### src/rtl/bfa_pkg.sv
package bfa_pkg;
  localparam int BITS_PER_TS = 8;
  localparam int SINGLE_TS   = 32;
  localparam int MUX_TS      = 128;
  localparam int BIT_W       = $clog2(BITS_PER_TS);
  localparam int TS_W        = $clog2(MUX_TS);
  localparam int POS_W       = TS_W + BIT_W;
  localparam int SINGLE_LEN  = SINGLE_TS * BITS_PER_TS;
  localparam int MUX_LEN     = MUX_TS * BITS_PER_TS;
  typedef logic [POS_W-1:0] pos_t;
endpackage

### src/rtl/bfa_pos_counter.sv
module bfa_pos_counter
  import bfa_pkg::*;
(
  input  logic             clk,
  input  logic             rst_n,
  input  logic             mux_mode,
  input  logic [TS_W-1:0]  ts_offset,
  input  logic [BIT_W-1:0] bit_offset,
  input  logic             frame_pulse,
  output pos_t             pos_eff,
  output logic             synced,
  output logic             offset_change
);
  pos_t len_mask;
  pos_t offset_bits;
  pos_t load_pos;
  pos_t pos_q;
  pos_t pos_masked;

  // The frame length is a power of two, so masking gives modulo.
  // In single-link mode the mask also drops ts_offset[6:5].
  always_comb begin
    len_mask    = mux_mode ? pos_t'(MUX_LEN - 1) : pos_t'(SINGLE_LEN - 1);
    offset_bits = {ts_offset, bit_offset} & len_mask;
    load_pos    = (pos_t'(0) - offset_bits) & len_mask;
    pos_masked  = pos_q & len_mask;
    pos_eff     = frame_pulse ? load_pos : pos_masked;
  end

  always_ff @(posedge clk or negedge rst_n) begin
    if (!rst_n) begin
      pos_q         <= '0;
      synced        <= 1'b0;
      offset_change <= 1'b0;
    end else begin
      pos_q <= (pos_eff + pos_t'(1)) & len_mask;
      if (frame_pulse) begin
        synced <= 1'b1;
        if (synced && (pos_masked != load_pos)) offset_change <= 1'b1;
      end
    end
  end

  p_sticky_flag_r11: assert property (@(posedge clk) disable iff (!rst_n)
    offset_change |=> offset_change);

  p_first_pulse_quiet_r8: assert property (@(posedge clk) disable iff (!rst_n)
    (frame_pulse && !synced) |=> !offset_change);

  p_sync_holds_r9: assert property (@(posedge clk) disable iff (!rst_n)
    synced |=> synced);
endmodule

### src/rtl/bfa_byte_asm.sv
module bfa_byte_asm
  import bfa_pkg::*;
#(
  parameter int LANES = 2
) (
  input  logic                                clk,
  input  logic                                rst_n,
  input  logic [LANES-1:0]                    ser_in,
  input  logic                                last_bit,
  input  logic                                aligned,
  output logic [LANES-1:0][BITS_PER_TS-1:0]   bytes_out,
  output logic                                byte_valid
);
  genvar g;
  generate
    for (g = 0; g < LANES; g++) begin : g_lane
      logic [BITS_PER_TS-2:0] shreg;
      always_ff @(posedge clk or negedge rst_n) begin
        if (!rst_n) begin
          shreg        <= '0;
          bytes_out[g] <= '0;
        end else begin
          shreg <= {shreg[BITS_PER_TS-3:0], ser_in[g]};
          if (last_bit) bytes_out[g] <= {shreg, ser_in[g]};
        end
      end
    end
  endgenerate

  always_ff @(posedge clk or negedge rst_n) begin
    if (!rst_n) byte_valid <= 1'b0;
    else        byte_valid <= last_bit && aligned;
  end
endmodule

### src/rtl/bfa_top.sv
module bfa_top
  import bfa_pkg::*;
(
  input  logic                   clk,
  input  logic                   rst_n,
  input  logic                   mux_mode,
  input  logic [TS_W-1:0]        ts_offset,
  input  logic [BIT_W-1:0]       bit_offset,
  input  logic                   frame_pulse,
  input  logic                   ser_data,
  input  logic                   ser_sig,
  output logic [TS_W-1:0]        ts_idx,
  output logic [BIT_W-1:0]       bit_idx,
  output logic                   byte_valid,
  output logic [BITS_PER_TS-1:0] data_byte,
  output logic [BITS_PER_TS-1:0] sig_byte,
  output logic                   offset_change
);
  pos_t pos_eff;
  logic synced;
  logic last_bit;
  logic [1:0][BITS_PER_TS-1:0] lane_bytes;

  bfa_pos_counter u_cnt (
    .clk           (clk),
    .rst_n         (rst_n),
    .mux_mode      (mux_mode),
    .ts_offset     (ts_offset),
    .bit_offset    (bit_offset),
    .frame_pulse   (frame_pulse),
    .pos_eff       (pos_eff),
    .synced        (synced),
    .offset_change (offset_change)
  );

  assign last_bit = (pos_eff[BIT_W-1:0] == BIT_W'(BITS_PER_TS - 1));

  // Lane 0 carries payload, lane 1 carries signaling; same boundaries.
  bfa_byte_asm #(.LANES(2)) u_asm (
    .clk        (clk),
    .rst_n      (rst_n),
    .ser_in     ({ser_sig, ser_data}),
    .last_bit   (last_bit),
    .aligned    (synced | frame_pulse),
    .bytes_out  (lane_bytes),
    .byte_valid (byte_valid)
  );

  assign data_byte = lane_bytes[0];
  assign sig_byte  = lane_bytes[1];

  always_ff @(posedge clk or negedge rst_n) begin
    if (!rst_n) begin
      ts_idx  <= '0;
      bit_idx <= '0;
    end else begin
      ts_idx  <= pos_eff[POS_W-1:BIT_W];
      bit_idx <= pos_eff[BIT_W-1:0];
    end
  end

  p_strobe_last_bit_r6: assert property (@(posedge clk) disable iff (!rst_n)
    byte_valid |-> (bit_idx == BIT_W'(BITS_PER_TS - 1)));

  p_strobe_after_sync_r8: assert property (@(posedge clk) disable iff (!rst_n)
    byte_valid |-> synced);

  p_single_range_r3: assert property (@(posedge clk) disable iff (!rst_n)
    !$past(mux_mode) |-> (ts_idx < TS_W'(SINGLE_TS)));
endmodule

### config.mk
export PLATFORM = sky130hd
export DESIGN_NAME = bfa_top
export DESIGN_NICKNAME = d
export VERILOG_FILES = /design/src/rtl/bfa_pkg.sv /design/src/rtl/bfa_pos_counter.sv /design/src/rtl/bfa_byte_asm.sv /design/src/rtl/bfa_top.sv
export SDC_FILE = /design/constraint.sdc
export NUM_CORES = 1
export LEC_CHECK = 0
export ABC_AREA = 1
export CAP_MARGIN = 0
export CELL_PAD_IN_SITES_DETAIL_PLACEMENT = 1
export CELL_PAD_IN_SITES_GLOBAL_PLACEMENT = 2
export CORE_MARGIN = 5
export CORE_UTILIZATION = 42
export CTS_CLUSTER_DIAMETER = 60
export CTS_CLUSTER_SIZE = 28
export DETAILED_ROUTE_END_ITERATION = 10
export DONT_BUFFER_PORTS = 1
export GPL_TIMING_DRIVEN = 0
export PLACE_DENSITY_LB_ADDON = 0.1
export SYNTH_ARGS = -nofsm -noshare
export SYNTH_HDL_FRONTEND = slang
export SYNTH_SLANG_ARGS = --single-unit
### constraint.sdc
create_clock -name clk -period 4.4 [get_ports clk]
set_input_delay 0.44 -clock clk [delete_from_list [all_inputs] [get_ports clk]]
set_output_delay 0.44 -clock clk [all_outputs]
set_load 0.02 [all_outputs]
==> impl_results.html, run 1 <==
<table>
<tr><th>Metric</th><th>Value</th></tr>
<tr><th colspan="2">Outcome</th></tr>
<tr><td>Outcome</td><td>finished, final reports clean</td></tr>
<tr><th colspan="2">Run</th></tr>
<tr><td>Max-capacitance violation count</td><td>0</td></tr>
<tr><th colspan="2">Routing</th></tr>
<tr><td>Wire length after detailed routing</td><td>4.746 mm</td></tr>
<tr><td>Vias post-DR</td><td>1556</td></tr>
<tr><td>Number of vias per cell after detailed routing</td><td>4.971</td></tr>
<tr><td>Antenna Nets Post-Route</td><td>0</td></tr>
<tr><td>Post-detailed-route wirelength per cell</td><td>15.16 microns</td></tr>
<tr><td>DRT Pass-1 Iters</td><td>4</td></tr>
<tr><td>Initial detailed-routing violation count</td><td>24</td></tr>
<tr><td>Total DRC errors in the routed layout</td><td>0</td></tr>
<tr><th colspan="2">Layout</th></tr>
<tr><td># diodes</td><td>0</td></tr>
<tr><td>Fraction of layout instances using a drive strength above 1</td><td>24.48%</td></tr>
<tr><td>Count of nets after finishing</td><td>259</td></tr>
<tr><td>Synth-to-Final Area Change</td><td>9.922%</td></tr>
<tr><th colspan="2">Synthesis</th></tr>
<tr><td>Number of flops mapped to enable cells by yosys</td><td>0</td></tr>
<tr><td>Synthesized instance count</td><td>231</td></tr>
<tr><td>Most numerous cell types in the synthesized netlist</td><td>sky130_fd_sc_hd__nand2_1 (56), sky130_fd_sc_hd__dfrtp_1 (53), sky130_fd_sc_hd__inv_1 (19), sky130_fd_sc_hd__mux2_2 (16), sky130_fd_sc_hd__nand3_1 (15)</td></tr>
<tr><td>Number of warnings printed during yosys synthesis</td><td>0</td></tr>
<tr><td>Count leader, synth</td><td>sky130_fd_sc_hd__nand2_1</td></tr>
<tr><td>Most used flip-flop cell after synthesis</td><td>sky130_fd_sc_hd__dfrtp_1</td></tr>
<tr><td>Sequential share of the synthesized area</td><td>55.06%</td></tr>
<tr><td>Cell area after synthesis</td><td>2409 sq um</td></tr>
<tr><td>Largest cells by area after synthesis</td><td>sky130_fd_sc_hd__dfrtp_1 (55%), sky130_fd_sc_hd__nand2_1 (8.7%), sky130_fd_sc_hd__mux2_2 (7.5%)</td></tr>
<tr><td>Synth Register Bits</td><td>53</td></tr>
<tr><td>Most area-hungry cell type in the Yosys netlist</td><td>sky130_fd_sc_hd__dfrtp_1</td></tr>
<tr><td>Fraction of post-synthesis cell area in the top cell type by area</td><td>55.06%</td></tr>
<tr><td>Synthesized area divided by synthesized cell count</td><td>10.43 sq um</td></tr>
<tr><td>Number of distinct standard cells referenced by the synthesized netlist</td><td>30</td></tr>
<tr><td>Net count of the mapped netlist</td><td>250</td></tr>
<tr><td>Share of synthesized registers carrying an async set or reset</td><td>100.0%</td></tr>
<tr><th colspan="2">Worst setup path</th></tr>
<tr><td>Type of destination of the critical path</td><td>flip-flop</td></tr>
<tr><td>CP delay by family, top</td><td>buffers and inverters</td></tr>
<tr><td>Origin of the critical flop-to-flop path</td><td>u_cnt.pos_q[0]</td></tr>
<tr><td>Worst R2R Setup Slack</td><td>2330 ps</td></tr>
<tr><td>CP required</td><td>4590 ps</td></tr>
<tr><td>Buffering stage count on the worst path with inverters included</td><td>4</td></tr>
<tr><td>Worst R2R Path Depth</td><td>7</td></tr>
<tr><td>CP max-delay cell</td><td>sky130_fd_sc_hd__mux2_2</td></tr>
<tr><td>Largest driver fanout on the critical path</td><td>10</td></tr>
<tr><td>Crit start category</td><td>input port</td></tr>
<tr><td>Critical path arrival</td><td>2460 ps</td></tr>
<tr><td>Worst reg2reg path endpoint</td><td>u_asm.bytes_out[9]</td></tr>
<tr><td>Max incr delay on CP</td><td>360 ps</td></tr>
<tr><td>Crit path cell chain</td><td>inv_1 -&gt; ha_1 -&gt; inv_1 -&gt; nand2_1 -&gt; nand3_4 -&gt; nand2_1 -&gt; ha_1 -&gt; clkbuf_1 -&gt; buf_2 -&gt; mux2_2</td></tr>
<tr><td>Setup Crit Path Kind</td><td>in -&gt; reg</td></tr>
<tr><th colspan="2">Min path</th></tr>
<tr><td>Worst min-delay path endpoint</td><td>u_asm.g_lane[0].shreg[0]</td></tr>
<tr><td>Type of the tightest min-delay check</td><td>in -&gt; reg</td></tr>
<tr><td>Min-Delay Path Depth</td><td>0</td></tr>
<tr><td>Beginning of the worst hold path</td><td>ser_data</td></tr>
<tr><th colspan="2">GRT</th></tr>
<tr><td>Overall overflow remaining after global route</td><td>0</td></tr>
<tr><td>Wire length of the first global-routing pass</td><td>8.411 mm</td></tr>
<tr><td>GRT Util Overall</td><td>14.31%</td></tr>
<tr><td>Largest net degree at the start of global routing</td><td>54</td></tr>
<tr><td>Number of global-route vias before repair</td><td>1746</td></tr>
<tr><td>Initial antenna violation count</td><td>0</td></tr>
<tr><th colspan="2">Clocking</th></tr>
<tr><td>Max Root-Sink Buffers</td><td>2</td></tr>
<tr><td>Total setup buffers inserted after CTS</td><td>0</td></tr>
<tr><td>Number of buffers added to fix hold violations after cts</td><td>2</td></tr>
<tr><td>Clock root buffer master</td><td>sky130_fd_sc_hd__clkbuf_8</td></tr>
<tr><td>TritonCTS clock tree</td><td>done</td></tr>
<tr><td>Post-cts sizing count</td><td>0</td></tr>
<tr><td>Clock transition at the registers of the reported paths</td><td>90 ps</td></tr>
<tr><td>Number of sinks on the clock net</td><td>53</td></tr>
<tr><td>Number of buffers inserted during clock tree synthesis</td><td>5</td></tr>
<tr><td>H-tree depth</td><td>2</td></tr>
<tr><td>Clock latency of the later-clocked register in the worst-skew pair</td><td>300 ps</td></tr>
<tr><th colspan="2">Timing</th></tr>
<tr><td>Skew final</td><td>3.321 ps</td></tr>
<tr><td>Relative max-transition margin</td><td>71.49%</td></tr>
<tr><td>Setup-failing EPs final</td><td>0</td></tr>
<tr><td>Final number of hold-violating endpoints</td><td>0</td></tr>
<tr><td>Post-Route Setup TNS</td><td>0 ps</td></tr>
<tr><td>Unrepaired setup endpoints after global routing</td><td>false</td></tr>
<tr><td>Achievable clock frequency</td><td>439.6 MHz</td></tr>
<tr><td>Worst path setup slack after routing</td><td>2125 ps</td></tr>
<tr><td>Fin crit share</td><td>51.70%</td></tr>
<tr><td>Max-slew violation count</td><td>0</td></tr>
<tr><td>Slew at the pin closest to its max-slew limit</td><td>427.6 ps</td></tr>
<tr><td>Crit path time final</td><td>2275 ps</td></tr>
<tr><th colspan="2">Die</th></tr>
<tr><td>Effective utilization at floorplan</td><td>43.47%</td></tr>
<tr><td>IO Count</td><td>44</td></tr>
<tr><td>Area of the placeable core</td><td>5540 sq um</td></tr>
<tr><td>Die X</td><td>85.73 microns</td></tr>
<tr><td>Site Rows</td><td>27</td></tr>
<tr><td>Die span in y</td><td>85.73 microns</td></tr>
<tr><td>Area of the die</td><td>7349 sq um</td></tr>
<tr><th colspan="2">Power</th></tr>
<tr><td>Max IR drop VDD</td><td>0.3493 mV</td></tr>
<tr><td>Total power per unit cell area</td><td>485.4 nW/um^2</td></tr>
<tr><td>Leak pwr</td><td>1.241 nW</td></tr>
<tr><th colspan="2">Place</th></tr>
<tr><td>Worst Setup Slack post-DPL</td><td>1754 ps</td></tr>
<tr><td>Number of I/O port buffers</td><td>0</td></tr>
<tr><td>Final HPWL DP</td><td>3.639 mm</td></tr>
<tr><td>Routability-driven placement congestion ratio</td><td>0.7845</td></tr>
</table>
## layer usage
layer  GRT usage (%)  vias up  share of wire [%]
met2           24.65       30                 50
met5               0        -                  0
met1           16.63      764                 42
met3           4.707        7                7.0
met4           5.180        0                1.3
li1                -      755                  -
## power by group
group | total (W) | switching (W) | internal (W)
sequential | 0.000772 | 0.000181 | 0.000591
clock | 0.000318 | 0.000147 | 0.000171
combinational | 0.000196 | 0.0000968 | 0.0000989
## stage by stage
step	power, W	instances	instance area (sq um)	hold slack (ps)	util, %
detailed placement	0.0009694	303	2499	145.2	45.10
CTS	0.001307	313	2648	145.3	47.79
global placement	0.0009549	303	2499	145.5	45.10
global route	0.001371	313	2648	125.8	47.79
finish	0.001285	313	2648	160.9	47.79
floorplan	0.0009132	231	2409	144.4	-
## flip-flops by register name, indices dropped and copies added, names as in the netlist
register and flops:
u_cnt.offset_change 1, u_cnt.pos_q 10, u_cnt.synced 1, ts_idx 7
u_asm.g_lane.shreg 14, u_asm.byte_valid 1, u_asm.bytes_out 16, bit_idx 3
## layout make-up
| class | instances | area, sq um |
|---|---|---|
| clock inverter | 2 | 38.79 |
| buffer | 5 | 32.53 |
| inverter | 22 | 82.58 |
| fill | 632 | 2893 |
| tap | 72 | 90.09 |
| timing repair buffer | 2 | 37.54 |
| sequential | 53 | 1326 |
| multi-input combinational | 151 | 967.2 |
| clock buffer | 6 | 72.57 |
## logic make-up (layout without fill, tap and decap cells)
group	count (synthesis)	in the layout	synth area share, %
fa+ha+maj	3	3	1.559
flops	53	53	55.06
simple gates	115	115	24.62
buf+inv	27	37	4.779
mux	16	16	7.480
xor+xnor	7	7	2.546
compound gates	10	10	3.948
## placed cells by master (no fill, tap or decap), drive strengths merged
cell type	Yosys	final
a21boi	1	1
a21oi	2	2
buf	4	5
bufinv	0	1
clkbuf	1	7
clkinv	0	1
dfrtp	53	53
dlygate4sd3	0	1
ha	3	3
inv	22	22
mux2	16	16
nand2	68	68
nand3	21	21
nand3b	2	2
nand4	6	6
nor2	17	17
o21a	1	1
o21ai	5	5
o21bai	1	1
or2	1	1
xnor2	4	4
xor2	3	3
## worst max path at each step
stage                     slack [ps]  cells past startpoint     startpoint                  end
after detailed placement        1750                     10  bit_offset[0]  u_asm.bytes_out[11]
after floorplan                 2110                     10  bit_offset[0]   u_asm.bytes_out[8]
after global routing            1950                     10  bit_offset[0]  u_asm.bytes_out[11]
after global placement          1840                     10  bit_offset[0]   u_asm.bytes_out[9]
after CTS                       2080                     10  bit_offset[0]   u_asm.bytes_out[9]
final                           2130                     10  bit_offset[0]   u_asm.bytes_out[9]
No activity file was read; power rests on OpenSTA's default activity.
==> run 2: changes to the inputs <==
- CORE_UTILIZATION: 42 -> 35
- clock period: 4.4 -> 1.8 ns (I/O delays scaled with it)
==> run 2 against run 1 <==
Against the previous run: wire length is 3.0% lower; sequential share of layout area is 0.40 points lower; final cell count is 2.9% higher; via count is 4.0% lower; critical path depth is 3 lower; clock-buffer cell count is 1 higher; setup slack worse by 2000 ps; clock skew is 0.73 ps higher; global-route usage is 2.7 points lower; design area is 0.80% higher; hold slack worse by 130 ps; utilization is 8.3 points lower; critical endpoint is now u_asm.bytes_out[10].
==> impl_results.html, run 2 (synthesis gave the netlist of run 1 again) <==
<table>
<tr><th>Metric</th><th>Value</th></tr>
<tr><th colspan="2">Timing</th></tr>
<tr><td>Post-Route Setup TNS</td><td>0 ps (unchanged)</td></tr>
<tr><td>Skew final</td><td>4.053 ps (+0.7316 ps)</td></tr>
<tr><td>Unrepaired setup endpoints after global routing</td><td>false</td></tr>
<tr><td>Setup-failing EPs final</td><td>0 (unchanged)</td></tr>
<tr><td>Fin crit share</td><td>95.39%</td></tr>
<tr><td>Slew at the pin closest to its max-slew limit</td><td>302.4 ps (-125.2 ps)</td></tr>
<tr><td>Relative max-transition margin</td><td>79.63% (+8.1 points)</td></tr>
<tr><td>Achievable clock frequency</td><td>582.4 MHz</td></tr>
<tr><td>Final number of hold-violating endpoints</td><td>0 (unchanged)</td></tr>
<tr><td>Crit path time final</td><td>1717 ps</td></tr>
<tr><td>Max-slew violation count</td><td>0 (unchanged)</td></tr>
<tr><th colspan="2">Layout</th></tr>
<tr><td>Fraction of layout instances using a drive strength above 1</td><td>25.21% (+0.73 points)</td></tr>
<tr><td>Most common cell after layout, fill and taps aside</td><td>sky130_fd_sc_hd__nand2_1</td></tr>
<tr><td>Largest registers in the final layout</td><td>u_asm.bytes_out (16), u_asm.g_lane.shreg (14), u_cnt.pos_q (10)</td></tr>
<tr><td>Most frequent cells in the layout</td><td>sky130_fd_sc_hd__nand2_1 (56), sky130_fd_sc_hd__dfrtp_1 (53), sky130_fd_sc_hd__inv_1 (18)</td></tr>
<tr><td>Register ranked first by flip-flop count</td><td>u_asm.bytes_out</td></tr>
<tr><td># diodes</td><td>0 (unchanged)</td></tr>
<tr><td>Share of the core filled with cells</td><td>39.50% (-8.3 points)</td></tr>
<tr><td>Synth-to-Final Area Change</td><td>10.81%</td></tr>
<tr><td>Count of nets after finishing</td><td>261 (+0.77%)</td></tr>
<tr><td>Flip-flop count of the largest register after layout</td><td>16 (unchanged)</td></tr>
<tr><th colspan="2">Worst setup path</th></tr>
<tr><td>CP delay by family, top</td><td>adder cells</td></tr>
<tr><td>Max incr delay on CP</td><td>390 ps (+30 ps)</td></tr>
<tr><td>Buffering stage count on the worst path with inverters included</td><td>2 (-2)</td></tr>
<tr><td>Critical path launch point</td><td>u_cnt.pos_q[0]</td></tr>
<tr><td>Worst R2R Path Depth</td><td>7 (unchanged)</td></tr>
<tr><td>Setup Crit Path Kind</td><td>reg -&gt; reg</td></tr>
<tr><td>CP max-delay cell</td><td>sky130_fd_sc_hd__dfrtp_1</td></tr>
<tr><td>Origin of the critical flop-to-flop path</td><td>u_cnt.pos_q[0]</td></tr>
<tr><td>Crit start category</td><td>flip-flop</td></tr>
<tr><td>Type of destination of the critical path</td><td>flip-flop</td></tr>
<tr><td>CP required</td><td>1990 ps (-2600 ps)</td></tr>
<tr><td>Number of stages on the worst setup path</td><td>7 (-3)</td></tr>
<tr><td>Critical path arrival</td><td>1900 ps (-560 ps)</td></tr>
<tr><td>Crit path cell chain</td><td>nand2_1 -&gt; nand2_1 -&gt; ha_1 -&gt; ha_1 -&gt; clkbuf_4 -&gt; buf_6 -&gt; mux2_2</td></tr>
<tr><td>Largest driver fanout on the critical path</td><td>10 (unchanged)</td></tr>
<tr><th colspan="2">Routing</th></tr>
<tr><td>Number of vias per cell after detailed routing</td><td>4.640 (-6.7%)</td></tr>
<tr><td>Vias post-DR</td><td>1494 (-4.0%)</td></tr>
<tr><td>Wire length after detailed routing</td><td>4.605 mm (-3.0%)</td></tr>
<tr><td>Initial detailed-routing violation count</td><td>28 (+17%)</td></tr>
<tr><td>Total DRC errors in the routed layout</td><td>0 (unchanged)</td></tr>
<tr><td>Post-detailed-route wirelength per cell</td><td>14.30 microns (-5.7%)</td></tr>
<tr><td>Antenna Nets Post-Route</td><td>0 (unchanged)</td></tr>
<tr><td>DRT Pass-1 Iters</td><td>4 (unchanged)</td></tr>
<tr><th colspan="2">GRT</th></tr>
<tr><td>Peak-usage layer in the global routing report</td><td>met2</td></tr>
<tr><td>GR Util met1</td><td>15.47% (-1.2 points)</td></tr>
<tr><td>Overall overflow remaining after global route</td><td>0 (unchanged)</td></tr>
<tr><td>Largest net degree at the start of global routing</td><td>54 (unchanged)</td></tr>
<tr><td>Number of global-route vias before repair</td><td>1619 (-7.3%)</td></tr>
<tr><td>Met3 Usage GRT</td><td>3.899% (-0.81 points)</td></tr>
<tr><td>M2 GR Usage</td><td>17.52% (-7.1 points)</td></tr>
<tr><td>GRT Util Overall</td><td>11.59% (-2.7 points)</td></tr>
<tr><td>Initial antenna violation count</td><td>0 (unchanged)</td></tr>
<tr><td>Wire length of the first global-routing pass</td><td>7.962 mm (-5.3%)</td></tr>
<tr><th colspan="2">Run</th></tr>
<tr><td>Max-capacitance violation count</td><td>0 (unchanged)</td></tr>
<tr><th colspan="2">Die</th></tr>
<tr><td>Effective utilization at floorplan</td><td>35.65% (-7.8 points)</td></tr>
<tr><td>Die X</td><td>92.96 microns (+8.4%)</td></tr>
<tr><td>Area of the placeable core</td><td>6756 sq um (+22%)</td></tr>
<tr><td>Area of the die</td><td>8641 sq um (+18%)</td></tr>
<tr><td>Die span in y</td><td>92.96 microns (+8.4%)</td></tr>
<tr><td>IO Count</td><td>44 (unchanged)</td></tr>
<tr><td>Site Rows</td><td>30 (+11%)</td></tr>
<tr><th colspan="2">Place</th></tr>
<tr><td>Routability-driven placement congestion ratio</td><td>0.6736 (-14%)</td></tr>
<tr><td>Final HPWL DP</td><td>3.451 mm (-5.2%)</td></tr>
<tr><td>Number of I/O port buffers</td><td>0 (unchanged)</td></tr>
<tr><th colspan="2">Clocking</th></tr>
<tr><td>Clock transition at the registers of the reported paths</td><td>90 ps (about the same)</td></tr>
<tr><td>Number of sinks on the clock net</td><td>53 (unchanged)</td></tr>
<tr><td>Clock root buffer master</td><td>sky130_fd_sc_hd__clkbuf_8</td></tr>
<tr><td>H-tree depth</td><td>2 (unchanged)</td></tr>
<tr><td>Number of buffers inserted during clock tree synthesis</td><td>5 (unchanged)</td></tr>
<tr><td>Clock latency of the later-clocked register in the worst-skew pair</td><td>300 ps (about the same)</td></tr>
<tr><td>TritonCTS clock tree</td><td>done</td></tr>
<tr><td>Max Root-Sink Buffers</td><td>2 (unchanged)</td></tr>
<tr><th colspan="2">Power</th></tr>
<tr><td>Total power per unit cell area</td><td>1131 nW/um^2 (+130%)</td></tr>
<tr><td>Max IR drop VDD</td><td>0.6763 mV (+94%)</td></tr>
<tr><td>Leak pwr</td><td>1.236 nW (-0.40%)</td></tr>
<tr><th colspan="2">Min path</th></tr>
<tr><td>Beginning of the worst hold path</td><td>ser_sig</td></tr>
<tr><td>Type of the tightest min-delay check</td><td>in -&gt; reg</td></tr>
<tr><td>Min-Delay Path Depth</td><td>1 (+1)</td></tr>
<tr><th colspan="2">Outcome</th></tr>
<tr><td>Outcome</td><td>finished, final reports clean</td></tr>
</table>
run 2: changes by cell type in the layout (fill, tap and decap cells not counted), sizes merged:
cell / change
dlygate4sd3: +2
bufinv: -1
clkbuf: +1
clkinv: -1
clkinvlp: +1
inv: -1
run 2: stage by stage:
step,worst slack [ps],cell area [sq um],total power (W),hold slack [ps],std cells
after floorplan,7.221,2421,0.002237,-115.6,231
after global placement,-218.2,2521,0.002352,-114.6,311
after detailed placement,-252.2,2521,0.002364,-114.7,311
after CTS,63.49,2665,0.003082,17.63,322
after global routing,9.201,2669,0.003237,15.48,322
final,83.05,2669,0.003019,32.44,322
run 2: cell type report:
cell class	count	area, sq um
Tap cell	80	100.1
Multi-Input combinational cell	151	969.7
Clock buffer	7	86.33
Buffer	5	42.54
Inverter	22	86.33
Fill cell	755	4088
Timing Repair Buffer	4	57.56
Sequential cell	53	1326
run 2: power breakdown:
| part | internal (W) | switching, W |
|---|---|---|
| clock network | 0.000306 | 0.000354 |
| registers | 0.00144 | 0.000435 |
| logic | 0.000249 | 0.000230 |
run 2: worst paths after layout:
path | endpoint | slack [ps]
max | u_asm.bytes_out[10] | 80
min | u_asm.bytes_out[8] | 30
max reg2reg | u_asm.bytes_out[10] | 80
min reg2reg | u_asm.g_lane[1].shreg[2] | 370
max in group asynchronous | u_asm.g_lane[0].shreg[5] | 1180
min in group asynchronous | u_asm.g_lane[0].shreg[2] | 380
run 2: metal layers:
metal / share of wire (%) / wire length (microns)
met3: 8.0 / 367
met2: 45 / 2070
met5: 0 / 0
met4: 1.5 / 70
met1: 46 / 2096
run 2: worst reg2reg max path, delay by kind of cell (launching register included):
family	cells	cell delay, ps
buf+inv	2	350
fa+ha+maj	2	420
mux	1	270
simple gates	2	170
flops	1	390
run 2: repair_timing:
action | in CTS | in global routing
hold buffers | 4 | 0
hold endpoints to repair | 55 | 0
resized for setup | 0 | 1
buffers inserted | 0 | 0
setup endpoints to repair | 0 | 2
==> run 3: changes to the inputs <==
- clock period: 1.8 -> 1.4 ns (I/O delays scaled with it)
==> run 3 against run 2 <==
Against the previous run: the run now ends with setup timing left; clock power rose by 25%; hold slack improved by 4.5 ps; sequential share of layout area decreased by 4.3 points.
==> impl_results.html, run 3 (synthesis gave the netlist of run 1 again) <==
<table>
<tr><th>Metric</th><th>Value</th></tr>
<tr><th colspan="2">Outcome</th></tr>
<tr><td>Outcome</td><td>finished, violations left</td></tr>
<tr><td>Violations in the final reports</td><td>setup timing</td></tr>
<tr><th colspan="2">Timing</th></tr>
<tr><td>Slew at the pin closest to its max-slew limit</td><td>247.5 ps (-54.94 ps)</td></tr>
<tr><td>Max-slew violation count</td><td>0 (unchanged)</td></tr>
<tr><td>Skew final</td><td>8.908 ps (+4.855 ps)</td></tr>
<tr><td>Final number of hold-violating endpoints</td><td>0 (unchanged)</td></tr>
<tr><td>Achievable clock frequency</td><td>667.9 MHz (+15%)</td></tr>
<tr><td>Worst path setup slack after routing</td><td>-97.13 ps (-180.2 ps)</td></tr>
<tr><td>Setup-failing EPs final</td><td>18 (+18)</td></tr>
<tr><td>Post-Route Setup TNS</td><td>-1402 ps (-1402 ps)</td></tr>
<tr><td>Crit path time final</td><td>1497 ps (-219.8 ps)</td></tr>
<tr><td>Relative max-transition margin</td><td>83.33% (+3.7 points)</td></tr>
<tr><td>Unrepaired setup endpoints after global routing</td><td>true</td></tr>
<tr><td>Fin crit share</td><td>106.9% (+12 points)</td></tr>
<tr><td>Worst hold margin</td><td>36.90 ps (+4.466 ps)</td></tr>
<tr><th colspan="2">Clocking</th></tr>
<tr><td>H-tree depth</td><td>2 (unchanged)</td></tr>
<tr><td>Clock transition at the registers of the reported paths</td><td>90 ps (about the same)</td></tr>
<tr><td>Number of sinks on the clock net</td><td>53 (unchanged)</td></tr>
<tr><td>Max Root-Sink Buffers</td><td>2 (unchanged)</td></tr>
<tr><td>Clock root buffer master</td><td>sky130_fd_sc_hd__clkbuf_8</td></tr>
<tr><td>TritonCTS clock tree</td><td>done</td></tr>
<tr><td>Clock latency of the later-clocked register in the worst-skew pair</td><td>300 ps (about the same)</td></tr>
<tr><td>Number of buffers inserted during clock tree synthesis</td><td>5 (unchanged)</td></tr>
<tr><th colspan="2">Worst setup path</th></tr>
<tr><td>Critical path arrival</td><td>1680 ps (-220 ps)</td></tr>
<tr><td>Type of destination of the critical path</td><td>flip-flop</td></tr>
<tr><td>Worst R2R Path Depth</td><td>6 (-1)</td></tr>
<tr><td>Largest driver fanout on the critical path</td><td>7 (-3)</td></tr>
<tr><td>CP max-delay cell</td><td>sky130_fd_sc_hd__dfrtp_1</td></tr>
<tr><td>Crit path cell chain</td><td>nand2_1 -&gt; nand2_2 -&gt; ha_4 -&gt; ha_4 -&gt; buf_8 -&gt; mux2_4</td></tr>
<tr><td>Max incr delay on CP</td><td>410 ps (+20 ps)</td></tr>
<tr><td>Worst reg2reg path endpoint</td><td>u_asm.bytes_out[1]</td></tr>
<tr><td>CP required</td><td>1580 ps (-410 ps)</td></tr>
<tr><td>Cell occurring most often along the worst timing path</td><td>sky130_fd_sc_hd__ha_4</td></tr>
<tr><td>Origin of the critical flop-to-flop path</td><td>u_cnt.pos_q[0]</td></tr>
<tr><td>Crit start category</td><td>flip-flop</td></tr>
<tr><td>Setup Crit Path Kind</td><td>reg -&gt; reg</td></tr>
<tr><td>Buffering stage count on the worst path with inverters included</td><td>1 (-1)</td></tr>
<tr><td>Worst R2R Setup Slack</td><td>-100 ps (-180 ps)</td></tr>
<tr><td>CP delay by family, top</td><td>flip-flops</td></tr>
<tr><th colspan="2">Power</th></tr>
<tr><td>Power Internal</td><td>0.002750 W (+38%)</td></tr>
<tr><td>Total power per unit cell area</td><td>1425 nW/um^2 (+26%)</td></tr>
<tr><td>Sw power</td><td>0.001410 W (+38%)</td></tr>
<tr><td>Share of total power in sequential cells</td><td>58.5% (-3.8 points)</td></tr>
<tr><td>Switching share of power</td><td>33.89% (+0.13 points)</td></tr>
<tr><td>Max IR drop VDD</td><td>0.8483 mV (+25%)</td></tr>
<tr><td>Clock group share of total power</td><td>19.8% (-2.1 points)</td></tr>
<tr><td>Combinational power share</td><td>21.7% (+5.8 points)</td></tr>
<tr><td>Leak pwr</td><td>1.341 nW (+8.5%)</td></tr>
<tr><th colspan="2">Layout</th></tr>
<tr><td>Fraction of layout instances using a drive strength above 1</td><td>32.93% (+7.7 points)</td></tr>
<tr><td>Synth-to-Final Area Change</td><td>21.25%</td></tr>
<tr><td>Count of nets after finishing</td><td>267 (+2.3%)</td></tr>
<tr><td>Register ranked first by flip-flop count</td><td>u_asm.bytes_out</td></tr>
<tr><td>Most frequent cells in the layout</td><td>sky130_fd_sc_hd__dfrtp_1 (53), sky130_fd_sc_hd__nand2_1 (50), sky130_fd_sc_hd__inv_1 (17)</td></tr>
<tr><td>Largest registers in the final layout</td><td>u_asm.bytes_out (16), u_asm.g_lane.shreg (14), u_cnt.pos_q (10)</td></tr>
<tr><td># diodes</td><td>0 (unchanged)</td></tr>
<tr><td>Most common cell after layout, fill and taps aside</td><td>sky130_fd_sc_hd__dfrtp_1</td></tr>
<tr><td>Flip-flop count of the largest register after layout</td><td>16 (unchanged)</td></tr>
<tr><th colspan="2">GRT</th></tr>
<tr><td>Largest net degree at the start of global routing</td><td>54 (unchanged)</td></tr>
<tr><td>Initial antenna violation count</td><td>0 (unchanged)</td></tr>
<tr><td>Wire length of the first global-routing pass</td><td>8.314 mm (+4.4%)</td></tr>
<tr><td>Overall overflow remaining after global route</td><td>0 (unchanged)</td></tr>
<tr><td>Number of global-route vias before repair</td><td>1700 (+5.0%)</td></tr>
<tr><td>GRT Util Overall</td><td>12.30% (+0.71 points)</td></tr>
<tr><th colspan="2">Place</th></tr>
<tr><td>Number of I/O port buffers</td><td>0 (unchanged)</td></tr>
<tr><td>Final HPWL DP</td><td>3.618 mm (+4.9%)</td></tr>
<tr><td>Worst Setup Slack post-DPL</td><td>-388.3 ps (-136.1 ps)</td></tr>
<tr><td>Routability-driven placement congestion ratio</td><td>0.6760 (+0.36%)</td></tr>
<tr><th colspan="2">Die</th></tr>
<tr><td>Effective utilization at floorplan</td><td>35.65% (unchanged)</td></tr>
<tr><td>Die span in y</td><td>92.96 microns (unchanged)</td></tr>
<tr><td>IO Count</td><td>44 (unchanged)</td></tr>
<tr><td>Area of the placeable core</td><td>6756 sq um (unchanged)</td></tr>
<tr><td>Die X</td><td>92.96 microns (unchanged)</td></tr>
<tr><td>Site Rows</td><td>30 (unchanged)</td></tr>
<tr><td>Area of the die</td><td>8641 sq um (unchanged)</td></tr>
<tr><th colspan="2">Routing</th></tr>
<tr><td>Initial detailed-routing violation count</td><td>27 (-3.6%)</td></tr>
<tr><td>Top routing layer used</td><td>met4</td></tr>
<tr><td>Total DRC errors in the routed layout</td><td>0 (unchanged)</td></tr>
<tr><td>Met3 WL post-DR</td><td>306 microns (-17%)</td></tr>
<tr><td>Vias post-DR</td><td>1540 (+3.1%)</td></tr>
<tr><td>Number of vias per cell after detailed routing</td><td>4.681 (+0.89%)</td></tr>
<tr><td>Post-detailed-route wirelength per cell</td><td>15.00 microns (+4.9%)</td></tr>
<tr><td>Routed met1 length</td><td>2.222 mm (+6.0%)</td></tr>
<tr><td>DRT Pass-1 Iters</td><td>4 (unchanged)</td></tr>
<tr><td>Antenna Nets Post-Route</td><td>0 (unchanged)</td></tr>
<tr><td>Wire length after detailed routing</td><td>4.936 mm (+7.2%)</td></tr>
<tr><td>WL met2</td><td>2.358 mm (+14%)</td></tr>
<tr><th colspan="2">Min path</th></tr>
<tr><td>Min-Delay Path Depth</td><td>2 (+1)</td></tr>
<tr><td>Worst min-delay path endpoint</td><td>bit_idx[0]</td></tr>
<tr><td>Beginning of the worst hold path</td><td>frame_pulse</td></tr>
<tr><td>Type of the tightest min-delay check</td><td>in -&gt; reg</td></tr>
<tr><th colspan="2">Run</th></tr>
<tr><td>Max-capacitance violation count</td><td>0 (unchanged)</td></tr>
</table>
run 3: changes by cell type in the layout (fill, tap and decap cells not counted), moves of 5 or more:
cell / previous run / this run
sky130_fd_sc_hd__mux2_2: 16 / 0
sky130_fd_sc_hd__mux2_4: 0 / 16
sky130_fd_sc_hd__nand2_1: 56 / 50
sky130_fd_sc_hd__nand2_2: 10 / 15
run 3: area by class of cell:
class | instances | area, sq um
plain buffers | 4 | 43.79
clock buffers | 7 | 76.32
clock inverters | 1 | 7.507
fillers | 716 | 3836
inverters | 22 | 86.33
multi-input cells | 151 | 1132
flip-flops and latches | 53 | 1326
well taps | 80 | 100.1
repair buffers | 11 | 147.6
run 3: layer usage:
metal	vias up	global-route usage, %
li1	767	-
met3	6	3.656
met1	737	15.06
met5	-	0
met4	0	4.762
met2	30	20.34
run 3: through the flow:
step | area, sq um | std cells | utilization [%] | power [W]
after CTS | 2841 | 327 | 42.06 | 0.004149
after floorplan | 2511 | 231 | - | 0.002986
final | 2920 | 329 | 43.22 | 0.004160
after global placement | 2611 | 311 | 38.65 | 0.003142
after detailed placement | 2611 | 311 | 38.65 | 0.003168
after global routing | 2920 | 329 | 43.22 | 0.004423
run 3: how the worst max path moves through the flow:
stage | startpoint | endpoint | cells after the start
after CTS | u_cnt.pos_q[0] | u_cnt.offset_change | 11
after global routing | u_cnt.pos_q[0] | u_cnt.offset_change | 11
final | u_cnt.pos_q[0] | u_asm.bytes_out[1] | 6
after detailed placement | bit_offset[0] | u_asm.bytes_out[13] | 9
after global placement | bit_offset[0] | u_asm.bytes_out[11] | 9
after floorplan | bit_offset[0] | u_asm.bytes_out[10] | 9
run 3: power by group through the flow:
stage | logic [W] | registers, W | clock network (W)
2_1_floorplan | 0.000607 | 0.00238 | 0
3_3_place_gp | 0.000673 | 0.00247 | 0
3_5_place_dp | 0.000698 | 0.00247 | 0
4_1_cts | 0.000834 | 0.00245 | 0.000868
5_1_grt | 0.000984 | 0.00249 | 0.000944
6_report | 0.000902 | 0.00243 | 0.000825
run 3: timing repair:
action / in CTS / in global routing
buffers inserted: 5 / 0
gates resized for setup: 15 / 11
pin swaps: 6 / 11
hold buffers: 3 / 2
setup endpoints to repair: 20 / 20
cloned: 1 / 0
hold endpoints to repair: 58 / 53
